$ cat config.mk
export PLATFORM = sky130hd
export DESIGN_NAME = irq_pq_engine
export DESIGN_NICKNAME = d
export VERILOG_FILES = /design/src/rtl/irq_pq_pkg.sv /design/src/rtl/irq_pq_ctrl.sv /design/src/rtl/irq_pq_datapath.sv /design/src/rtl/irq_pq_engine.sv
export SDC_FILE = /design/constraint.sdc
export NUM_CORES = 1
export LEC_CHECK = 0
export BUFFER_PORTS_ARGS = -buffer_cell sky130_fd_sc_hd__buf_2
export CORE_UTILIZATION = 40
export DETAILED_ROUTE_END_ITERATION = 6
export PLACE_DENSITY_LB_ADDON = 0.3
export SLEW_MARGIN = 20
export SYNTH_ARGS = -nofsm -noshare
export SYNTH_HDL_FRONTEND = slang
export SYNTH_SLANG_ARGS = --single-unit
$ cat constraint.sdc
create_clock -name clk -period 5.5 [get_ports clk]
set_input_delay 0.825 -clock clk [delete_from_list [all_inputs] [get_ports clk]]
set_output_delay 0.825 -clock clk [all_outputs]
set_load 0.1 [all_outputs]
$ cat src/rtl/irq_pq_pkg.sv
package irq_pq_pkg;

  typedef enum logic [1:0] {
    PQ_RESET  = 2'b00,
    PQ_OFF    = 2'b01,
    PQ_PEND   = 2'b10,
    PQ_QUEUED = 2'b11
  } pq_e;

  // Strobes from decode to the state datapath
  typedef struct packed {
    logic       hit;     // source index inside the array
    logic       doLoad;
    logic       doSet;
    logic [1:0] setVal;
    logic       doTrig;
    logic       doEoi;
  } pq_strobe_t;

  function automatic pq_e trigNext(pq_e cur);
    case (cur)
      PQ_RESET: return PQ_PEND;
      PQ_PEND:  return PQ_QUEUED;
      default:  return cur;
    endcase
  endfunction

  function automatic pq_e eoiNext(pq_e cur);
    case (cur)
      PQ_PEND:   return PQ_RESET;
      PQ_QUEUED: return PQ_PEND;
      default:   return cur;
    endcase
  endfunction

endpackage

$ cat src/rtl/irq_pq_ctrl.sv
module irq_pq_ctrl
  import irq_pq_pkg::*;
#(
  parameter int NUM_SRC = 8,
  parameter int OFFW    = 3
) (
  input  logic                                              reqValid,
  input  logic                                              reqWrite,
  input  logic [((NUM_SRC > 1) ? $clog2(NUM_SRC) : 1)+OFFW:0] reqAddr,
  output pq_strobe_t                                        strobe,
  output logic [((NUM_SRC > 1) ? $clog2(NUM_SRC) : 1)-1:0]   srcIdx
);
  localparam int IDXW  = (NUM_SRC > 1) ? $clog2(NUM_SRC) : 1;
  localparam int ADDRW = IDXW + 1 + OFFW;

  logic [OFFW-1:0] offset;
  logic            mgmtPage;
  logic            inRange;

  assign offset   = reqAddr[OFFW-1:0];
  assign mgmtPage = reqAddr[OFFW];
  assign srcIdx   = reqAddr[ADDRW-1:OFFW+1];
  assign inRange  = ({1'b0, srcIdx} < (IDXW+1)'(NUM_SRC));

  always_comb begin
    strobe = '0;
    strobe.hit = inRange;
    if (reqValid) begin
      if (!reqWrite) begin
        strobe.doLoad = 1'b1;
        if (mgmtPage && offset[OFFW-1] && inRange) begin
          strobe.doSet  = 1'b1;
          strobe.setVal = offset[1:0];
        end
      end else if (inRange) begin
        if (!mgmtPage) strobe.doTrig = 1'b1;
        else if (offset == '0) strobe.doEoi = 1'b1;
      end
    end
  end

endmodule

$ cat src/rtl/irq_pq_datapath.sv
module irq_pq_datapath
  import irq_pq_pkg::*;
#(
  parameter int NUM_SRC = 8
) (
  input  logic                                            clk,
  input  logic                                            rstN,
  input  pq_strobe_t                                      strobe,
  input  logic [((NUM_SRC > 1) ? $clog2(NUM_SRC) : 1)-1:0] srcIdx,
  output logic                                            rdValid,
  output logic [1:0]                                      rdData,
  output logic                                            notifyValid,
  output logic [((NUM_SRC > 1) ? $clog2(NUM_SRC) : 1)-1:0] notifyIdx,
  input  logic                                            notifyReady
);
  localparam int IDXW = (NUM_SRC > 1) ? $clog2(NUM_SRC) : 1;

  pq_e              pqArr [NUM_SRC];
  pq_e              curPq;
  pq_e              nextPq;
  logic             notifyNow;
  logic             writeEn;
  logic [NUM_SRC-1:0] flagQ;
  logic [NUM_SRC-1:0] setMask;
  logic [NUM_SRC-1:0] clearMask;
  logic [IDXW-1:0]  pickIdx;
  logic             launch;

  assign curPq   = strobe.hit ? pqArr[srcIdx] : PQ_RESET;
  assign writeEn = strobe.hit & (strobe.doSet | strobe.doTrig | strobe.doEoi);

  always_comb begin
    nextPq    = curPq;
    notifyNow = 1'b0;
    if (strobe.doSet) begin
      nextPq = pq_e'(strobe.setVal);
    end else if (strobe.doTrig) begin
      nextPq    = trigNext(curPq);
      notifyNow = (curPq == PQ_RESET);
    end else if (strobe.doEoi) begin
      nextPq    = eoiNext(curPq);
      notifyNow = (curPq == PQ_QUEUED);
    end
  end

  // One state register per source
  for (genvar g = 0; g < NUM_SRC; g++) begin : gSrc
    always_ff @(posedge clk) begin
      if (!rstN) pqArr[g] <= PQ_OFF;
      else if (writeEn && (srcIdx == IDXW'(g))) pqArr[g] <= nextPq;
    end
  end

  always_ff @(posedge clk) begin
    if (!rstN) begin
      rdValid <= 1'b0;
      rdData  <= 2'b00;
    end else begin
      rdValid <= strobe.doLoad;
      if (strobe.doLoad) rdData <= curPq;
    end
  end

  // Lowest flagged source wins
  always_comb begin
    pickIdx = '0;
    for (int i = NUM_SRC - 1; i >= 0; i--) begin
      if (flagQ[i]) pickIdx = IDXW'(i);
    end
  end

  assign launch    = (!notifyValid || notifyReady) && (|flagQ);
  assign setMask   = (notifyNow && strobe.hit) ? (NUM_SRC'(1) << srcIdx) : '0;
  assign clearMask = launch ? (NUM_SRC'(1) << pickIdx) : '0;

  always_ff @(posedge clk) begin
    if (!rstN) begin
      flagQ       <= '0;
      notifyValid <= 1'b0;
      notifyIdx   <= '0;
    end else begin
      flagQ <= (flagQ & ~clearMask) | setMask;
      if (launch) begin
        notifyValid <= 1'b1;
        notifyIdx   <= pickIdx;
      end else if (notifyReady) begin
        notifyValid <= 1'b0;
      end
    end
  end

endmodule

$ cat src/rtl/irq_pq_engine.sv
module irq_pq_engine
  import irq_pq_pkg::*;
#(
  parameter int NUM_SRC = 8,
  parameter int OFFW    = 3
) (
  input  logic                                              clk,
  input  logic                                              rstN,
  input  logic                                              reqValid,
  input  logic                                              reqWrite,
  input  logic [((NUM_SRC > 1) ? $clog2(NUM_SRC) : 1)+OFFW:0] reqAddr,
  output logic                                              rdValid,
  output logic [1:0]                                        rdData,
  output logic                                              notifyValid,
  output logic [((NUM_SRC > 1) ? $clog2(NUM_SRC) : 1)-1:0]   notifyIdx,
  input  logic                                              notifyReady
);
  localparam int IDXW = (NUM_SRC > 1) ? $clog2(NUM_SRC) : 1;

  pq_strobe_t      strobe;
  logic [IDXW-1:0] srcIdx;

  irq_pq_ctrl #(.NUM_SRC(NUM_SRC), .OFFW(OFFW)) uCtrl (
    .reqValid (reqValid),
    .reqWrite (reqWrite),
    .reqAddr  (reqAddr),
    .strobe   (strobe),
    .srcIdx   (srcIdx)
  );

  irq_pq_datapath #(.NUM_SRC(NUM_SRC)) uData (
    .clk         (clk),
    .rstN        (rstN),
    .strobe      (strobe),
    .srcIdx      (srcIdx),
    .rdValid     (rdValid),
    .rdData      (rdData),
    .notifyValid (notifyValid),
    .notifyIdx   (notifyIdx),
    .notifyReady (notifyReady)
  );

endmodule

==> results of run 1 <==
worst max-delay path: stages:
cell and delay [ns]:
buf_2 0.32, mux2_2 0.39, o22ai_1 0.36, o21ai_0 0.21, a221oi_4 0.45, nor3_1 0.09
report_power, final:
part	internal (mW)	leakage, nW	switching, mW
Combinational	0.0186	0.317	0.0414
Sequential	0.247	0.259	0.00248
Clock	0.128	0.0594	0.0871
Total	0.393	0.635	0.131
synthesized netlist by cell type, types with 2 or more instances:
library cell   n
a32oi_2        2
dfxtp_1       15
o311ai_0       4
nor3_1        11
nor4_1         3
o21ai_0        8
edfxtp_1      16
o31ai_1        2
a21oi_1        8
o211ai_1       2
nand2_1        8
or2_2          2
or3_1          2
clkbuf_1       6
nor2_1        11
nand3_1        5
mux2i_1        2
mux4_2         2
nand4_1        8
nor2b_1        3
o22ai_1        4
a211oi_1       4
nand2b_1       9
mux2_2         6
inv_1          6
o21ai_1        5
cells by family (layout without fill, tap and decap cells):
group	Yosys count	in the layout	share of synthesized area, %
AND/OR/NAND/NOR	68	68	21.19
flip-flops	31	31	45.28
multiplexers	11	11	8.998
AO/OA/AOI/OAI	47	47	20.68
buffers and inverters	15	32	3.845
state kept, by name (all words and copies together), names as in the netlist:
name	cells
uData.flagQ	8
uData.notifyIdx	3
uData.notifyValid	1
uData.pqArr	16
uData.rdData	2
uData.rdValid	1
cell type report:
cell class                 instances  area, µm²  share of cell area [%]
multi-input combinational        126      877.1                   45.08
clock inverter                     1      5.005                  0.2572
tap                               50      62.56                   3.215
timing repair buffer              18      90.09                   4.630
clock buffer                       7      107.6                   5.531
inverter                           6      22.52                   1.158
sequential                        31      780.7                   40.13
through the flow:
stage | instance area, µm² | hold slack (ns)
3_5_place_dp | 1833 | 0.4683
5_1_grt | 1946 | 0.4985
6_report | 1946 | 0.4739
4_1_cts | 1946 | 0.4792
3_3_place_gp | 1833 | 0.4587
2_1_floorplan | 1724 | 0.4714
path summary, 6_finish.rpt:
kind / start / to / slack (ns)
worst max-delay path: reqAddr[4] / uData.pqArr[1][1] / 2.88
worst min-delay path: uData.notifyIdx[1] / uData.notifyIdx[1] / 0.47
worst max register to register: uData.pqArr[6][1] / uData.pqArr[1][1] / 3.46
worst min register to register: uData.notifyIdx[1] / uData.notifyIdx[1] / 0.47
routing by layer:
layer	track usage, %	vias up	share of wire [%]
met4	8.777	0	2.5
met2	33.54	44	50
met1	24.24	694	44
met3	3.378	10	4.0
met5	0	-	0
li1	-	695	-
cells in the final DEF, fill, tap and decap left out, drive strengths merged, types with 3 or more instances in the layout:
cell	Yosys	final
mux2i	3	3
dfxtp	15	15
nand3	5	5
nor4	3	3
a21oi	8	8
a211oi	4	4
inv	6	6
nor3	12	12
o21ai	13	13
edfxtp	16	16
o311ai	4	4
mux2	6	6
nand2	8	8
nor2b	3	3
buf	2	18
nor2	12	12
o22ai	4	4
nand2b	9	9
clkbuf	7	7
nand4	8	8
==> results_dict.tcl, run 1 <==
set metrics [dict create \
    outcome "completed" \
    drc 0 \
    setup_violations 0 \
    hold_class "register to register" \
    synth-edff-count 16 \
    setup_slack_ns 2.884 \
    relSlewSlack_pct 54.09 \
    fillers 384 \
    synthFlopType "edfxtp_1" \
    ant_nets 0 \
    place_ws_ns 2.588 \
    total_power_uw 524.4 \
    core_area_um2 4058 \
    syn-num-nets 184 \
    dp_cells 231 \
    netlist-cell-type-count 44 \
    min_period_ns 2.616 \
    crit_path_max_fanout 18 \
    dr.pass1.iters 4 \
    dr.first_iter.drc_count 120 \
    fmax_mhz 382.3 \
    final_layout_size_suffix_gt1_share_pct 23.28 \
    route.detailed.wl_per_inst_um 17.25 \
    antenna_found_initial 0 \
    worst_ep_arrival_time_ns 2.64 \
    start_kind "primary input" \
    synth_top_area_share_pct 27.87 \
    irDropWorstVdd_uv 125.4 \
    synthCells 172 \
    routed_wl_mm 4.123 \
    hold_depth 2 \
    end_kind "register" \
    p_leak_nw 0.6346 \
    die_x_um 67.66 \
    syn_area_um2 1724 \
    skew_ns 0.003971 \
    cts-buffers-inserted 5 \
    async_flop_share_pct 0 \
    rows 23 \
    clk_latency_ns 0.29 \
    p_per_area_nw_per_um2 269.5 \
    clkSinkCount 31 \
    gp_congestion 0.8660 \
    grt_max_degree 20 \
    ctsResizeCount 0 \
    synth_top_area_cell "edfxtp_1" \
    required_ns 5.53 \
    dieArea_um2 4577 \
    slew_viol_final 0 \
    clockRootBuffer "clkbuf_8" \
    worstMarginPinSlew_ns 0.6800 \
    hold_buffers 0 \
    grt_overflow 0 \
    synthTopCellsByArea "edfxtp_1 (28%), dfxtp_1 (17%), mux2_2 (3.9%)" \
    cts_tree "done" \
    clk_pin_slew_ns 0.06 \
    grt_pass1_vias 1396 \
    yosys_register_bits 31 \
    nets 200 \
    fin_crit_sh_pct 47.57 \
    io_buffers 18 \
    num_vias 1443 \
    final_util_pct 47.95 \
    fin_cells 239 \
    grt_pass1_wl_mm 6.506 \
    rsz0062_at_grt "no" \
    vias_per_cell 6.038 \
    initial_core_util_pct 42.49 \
    finalHoldViolCount 0 \
    cts_buffer_depth 2 \
    postCtsSetupRepairBufs 0 \
    dp_hpwl_mm 3.135 \
    synth.avg_cell_area_um2 10.02 \
    htreeDepth 2 \
    worst-setup-path-type "primary input to register" \
    die_h_um 67.66 \
    io_pins 19 \
    tns_ns 0 \
    gr-usage-all-layers_pct 19.76 \
    antenna_cells 0 \
    ys_seq_area_share_pct 45.28 \
    syn2layout_area_growth_pct 12.84 \
    drv_cap 0 \
    ys_warn_count 0 \
    worstRegToRegCells 5 \
]
Power figures use the tool's default switching activity.
==> inputs of run 2 (changes only) <==
Settings changed: ABC_AREA from default to 1.
Clock period 5.5 ns to 2.2 ns, I/O delays scaled along.
==> run 2 against run 1 <==
  * Sequential power grew to 2.5 times the previous value
  * Hold slack lost 0.20 ns
  * Synthesized cell count rose by 42%
  * Sequential cell count unchanged
  * Via count up 6.4%
  * Clock skew rose by 0.00077 ns
==> results_dict.tcl, run 2 <==
set metrics [dict create \
    outcome "completed" \
    antenna_found_initial 0 \
    hold_depth 2 \
    ys_seq_area_share_pct 42.71 \
    yosys_register_bits 31 \
    crit_slowest_cell "o21ai_2" \
    final_layout_size_suffix_gt1_share_pct 28.57 \
    finalHoldViolCount 0 \
    required_ns 2.21 \
    place_ws_ns 0.2841 \
    reg_top3 "uData.pqArr (16), uData.flagQ (8), uData.notifyIdx (3)" \
    synth.most_common_cell "nand2_1" \
    io_buffers 18 \
    skew_ns 0.004742 \
    synthCells 244 \
    hold_class "primary input to register" \
    irDropWorstVdd_uv 354.0 \
    num_vias 1535 \
    clk_pin_slew_ns 0.06 \
    syn_area_um2 1828 \
    io_pins 19 \
    synth_top_area_cell "edfxtp_1" \
    setup_slack_ns 0.5556 \
    worst_ep_arrival_time_ns 1.66 \
    crit_path_max_fanout 12 \
    antenna_cells 0 \
    gr-usage-all-layers_pct 16.66 \
    grt_max_degree 16 \
    slew_viol_final 0 \
    drc 0 \
    top_register "uData.pqArr" \
    clkSinkCount 31 \
    die_h_um 69.60 \
    vias_per_cell 4.827 \
    die_x_um 69.60 \
    final_cell_mix "nand2_1 (68), inv_1 (27), nor2_1 (20)" \
    gp_congestion 0.8929 \
    rsz0062_at_grt "no" \
    crit_top_cell "nand2_1" \
    dp_hpwl_mm 2.863 \
    synthTopCellsByArea "edfxtp_1 (26%), dfxtp_1 (16%), nand2_1 (14%)" \
    nets 277 \
    r2r-end "uData.pqArr[1][0]" \
    route.detailed.wl_per_inst_um 11.71 \
    tns_ns 0 \
    fin_crit_sh_pct 74.74 \
    dr.first_iter.drc_count 44 \
    start_kind "primary input" \
    grt_overflow 0 \
    cts_tree "done" \
    worstMarginPinSlew_ns 0.6795 \
    core_area_um2 4384 \
    r2r-start "uData.pqArr[6][0]" \
    clockRootBuffer "clkbuf_8" \
    cp_slowest_stage_delay_ns 0.27 \
    fmax_mhz 608.1 \
    whs_endpoint "uData.rdValid" \
    htreeDepth 2 \
    dr.pass1.iters 4 \
    p_leak_nw 0.8563 \
    min_period_ns 1.644 \
    ant_nets 0 \
    worstRegToRegCells 10 \
    drv_cap 0 \
    synth-edff-count 16 \
    ys_warn_count 0 \
    final_common_cell "nand2_1" \
    worst-setup-path-type "primary input to register" \
    dieArea_um2 4844 \
    relSlewSlack_pct 54.70 \
    synthTopCellsByCount "nand2_1 (68), inv_1 (27), nor2_1 (20)" \
    grt_pass1_wl_mm 6.292 \
    grt_pass1_vias 1383 \
    async_flop_share_pct 0 \
    p_per_area_nw_per_um2 666.4 \
    reg2reg_setup_slack_ns 0.56 \
    end_kind "register" \
    crit_buf_inv 2 \
    cp.depth 12 \
    setup_violations 0 \
    clk_latency_ns 0.28 \
    postCtsSetupRepairBufs 0 \
    cts-buffers-inserted 5 \
    synth.avg_cell_area_um2 7.492 \
    synth_top_area_share_pct 26.28 \
    hold_buffers 0 \
    path_cells "buf_2 -> inv_2 -> nand2_1 -> nand2_1 -> nand2_1 -> nand2_1 -> nand2_1 -> nand2_2 -> o21ai_1 -> nand3_1 -> o21ai_2 -> nor2_2" \
    synthFlopType "edfxtp_1" \
    initial_core_util_pct 41.70 \
    cts_buffer_depth 2 \
    syn-num-nets 256 \
    netlist-cell-type-count 24 \
    min_from "reqWrite" \
    syn2layout_area_growth_pct 12.87 \
    rows 24 \
    critPathTopFamily "simple AND/OR/NAND/NOR gates" \
    ctsResizeCount 0 \
    largest_register_ffs 16 \
    routed_wl_mm 3.725 \
]
## run 2: worst max path at each step
stage                            from            endpoint
global route               reqAddr[4]   uData.pqArr[3][1]
CTS                 uData.pqArr[6][0]   uData.pqArr[1][0]
finish                     reqAddr[4]   uData.pqArr[3][1]
floorplan           uData.notifyValid  uData.notifyIdx[0]
global placement           reqAddr[4]   uData.pqArr[5][0]
detailed placement         reqAddr[4]   uData.pqArr[6][1]
## run 2: metal layers
metal / wire length (µm) / global-route usage, % / part of all wire (%)
met1: 1890 / 22.68 / 51
met4: 45 / 4.762 / 1.2
met2: 1619 / 25.89 / 43
met5: 0 / 0 / 0
met3: 169 / 4.506 / 4.5
## run 2: power by group
part	internal, mW	total, mW	switching [mW]
Clock	0.285	0.493	0.208
Sequential	0.624	0.631	0.00732
Combinational	0.0587	0.250	0.191
Total	0.968	1.37	0.407
## run 2: final cells by class
type	count	area [µm²]
fill	444	2321
tap	52	65.06
clock buffer	8	100.1
multi-input combinational	176	899.6
inverter	32	120.1
sequential	31	780.7
timing repair buffer	19	97.59
## run 2: kinds of logic after synthesis
| logic type | after synthesis | synth area share (%) |
|---|---|---|
| AO/OA/AOI/OAI | 29 | 9.309 |
| AND/OR/NAND/NOR | 147 | 39.90 |
| flip-flops | 31 | 42.71 |
| buffers and inverters | 37 | 8.077 |
## run 2: stage by stage
step	util, %	std cells	hold WS [ns]	cell area (µm²)	power (mW)
after floorplan	-	244	0.4093	1828	0.8386
after global placement	44.78	310	0.4575	1963	0.8935
after detailed placement	44.78	310	0.4642	1963	0.8943
after CTS	47.06	318	0.2612	2063	1.388
after global routing	47.06	318	0.2686	2063	1.441
final	47.06	318	0.2704	2063	1.375
==> inputs of run 3 (changes only) <==
Clock period 2.2 ns to 1.5 ns, I/O delays scaled along.
==> run 3 against run 2 <==
  * Cell area grew 11%
  * Power grew 50%
  * Setup slack lost 0.63 ns
  * Critical path depth shrank 2
  * Utilization grew 5.1 points
  * Sequential share of layout area shrank 3.6 points
  * Die area is the same
  * Clock power grew 45%
  * The run now ends with setup timing left
  * Clock-buffer cell count is the same
  * Hold slack lost 0.11 ns
  * Critical endpoint is now uData.pqArr[0][0]
==> results_dict.tcl, run 3 (same netlist as run 2, synthesis figures left out) <==
set metrics [dict create \
    setup_violations 22 \
    syn2layout_area_growth_pct 25.05 \
    hold_class "primary input to register" \
    clkSinkCount 31 \
    dr.first_iter.drc_count 61 \
    grt_overflow 0 \
    holdWs_ns 0.1644 \
    skew_ns 0.004303 \
    drt-met1-wl_mm 1.831 \
    dp_cells 334 \
    violations "setup timing" \
    path_cells "nand2_1 -> nand2_1 -> nand2_1 -> nand2_2 -> o21ai_2 -> nand2_2 -> nand2_4 -> nand3_4 -> o21ai_4 -> nand2_2" \
    fmax_mhz 633.3 \
    finalHoldViolCount 0 \
    antenna_cells 0 \
    final_layout_size_suffix_gt1_share_pct 35.96 \
    grt_pass1_wl_mm 6.706 \
    required_ns 1.52 \
    largest_register_ffs 16 \
    route.detailed.wl_per_inst_um 11.14 \
    rsz0062_at_grt "yes" \
    clockRootBuffer "clkbuf_8" \
    die_x_um 69.60 \
    grt_pass1_vias 1589 \
    io_buffers 18 \
    irDropWorstVdd_uv 645.1 \
    core_area_um2 4384 \
    dp_hpwl_mm 3.090 \
    die_h_um 69.60 \
    gp_congestion 0.8542 \
    cp_slowest_stage_delay_ns 0.41 \
    worstMarginPinSlew_ns 0.4874 \
    vias_per_cell 4.776 \
    fin_crit_sh_pct 105.3 \
    relSlewSlack_pct 67.73 \
    total_power_mw 2.068 \
    clk_pin_slew_ns 0.07 \
    nets 303 \
    routed_wl_mm 3.832 \
    antenna_found_initial 0 \
    top_register "uData.pqArr" \
    outcome "complete, but fails checks" \
    gr-usage-all-layers_pct 17.42 \
    crit_path_max_fanout 8 \
    final_cell_mix "nand2_1 (67), inv_1 (27), buf_4 (26)" \
    worst_ep_arrival_time_ns 1.60 \
    io_pins 19 \
    reg_top3 "uData.pqArr (16), uData.flagQ (8), uData.notifyIdx (3)" \
    p_per_area_nw_per_um2 904.8 \
    hold_buffers 0 \
    dr.pass1.iters 4 \
    crit_buf_inv 0 \
    setup_slack_ns -0.07911 \
    initial_core_util_pct 41.70 \
    highest_layer "met4" \
    drv_cap 0 \
    crit_slowest_cell "edfxtp_1" \
    min_period_ns 1.579 \
    end_kind "register" \
    htreeDepth 2 \
    fin_cells 344 \
    num_vias 1643 \
    p_leak_nw 0.9904 \
    clk_latency_ns 0.27 \
    wl_met3_um 101 \
    worst-setup-path-type "register to register" \
    grt_max_degree 13 \
    wl_met2_mm 1.806 \
    cts_tree "done" \
    drc 0 \
    fillers 411 \
    critPathTopFamily "simple AND/OR/NAND/NOR gates" \
    cts_buffer_depth 2 \
    final_common_cell "nand2_1" \
    tns_ns -0.6982 \
    slew_viol_final 0 \
    dieArea_um2 4844 \
    cts-buffers-inserted 5 \
    rows 24 \
    ant_nets 0 \
    start_kind "register" \
]
run 3: changes by cell type in the layout (fill, tap and decap cells not counted), sizes merged:
| cell | before | now |
|---|---|---|
| buf | 19 | 45 |
run 3: worst register-to-register path, delay by kind of cell, from the launching register on:
| kind | cells | cell delay [ns] |
|---|---|---|
| compound gates | 2 | 0.32 |
| simple gates | 8 | 0.59 |
| flops | 1 | 0.41 |
run 3: area by class of cell:
class	instances	area, µm²	area share [%]
clock buffer	8	100.1	4.379
timing repair buffer	45	296.5	12.97
multi-input combinational	176	922.1	40.34
inverter	32	120.1	5.255
sequential	31	782.0	34.21
tap	52	65.06	2.846
run 3: power by group:
| part | leakage [nW] | switching [mW] | internal, mW | total, mW |
|---|---|---|---|---|
| combinational | 0.678 | 0.290 | 0.134 | 0.425 |
| sequential | 0.261 | 0.0112 | 0.916 | 0.927 |
| clock | 0.0515 | 0.298 | 0.419 | 0.717 |
| total | 0.990 | 0.600 | 1.47 | 2.07 |
run 3: final timing paths:
check | end | slack [ns] | start | depth (start not counted)
worst max register to register | uData.pqArr[0][0] | -0.08 | uData.pqArr[6][1] | 10
worst min register to register | uData.flagQ[3] | 0.48 | uData.flagQ[3] | 2
worst max-delay path | uData.pqArr[0][0] | -0.08 | uData.pqArr[6][1] | 10
worst min-delay path | uData.rdValid | 0.16 | reqWrite | 2
run 3: metrics by stage:
step / setup WS, ns / instance area [µm²] / util [%]
after floorplan: 0.07484 / 1829 / -
after global placement: -0.1533 / 2145 / 48.92
after detailed placement: -0.1551 / 2145 / 48.92
after CTS: -0.06747 / 2286 / 52.14
after global routing: -0.1656 / 2286 / 52.14
final: -0.07911 / 2286 / 52.14
run 3: routing by layer:
layer / global-route usage (%) / vias up
li1: - / 871
met1: 22.50 / 729
met2: 28.48 / 33
met3: 3.198 / 10
met4: 7.483 / 0
met5: 0 / -
run 3: what timing repair did:
action	4_1_cts	5_1_grt
pin swaps	9	2
setup endpoints to repair	16	24
resized for setup	5	0
buffers inserted	2	0
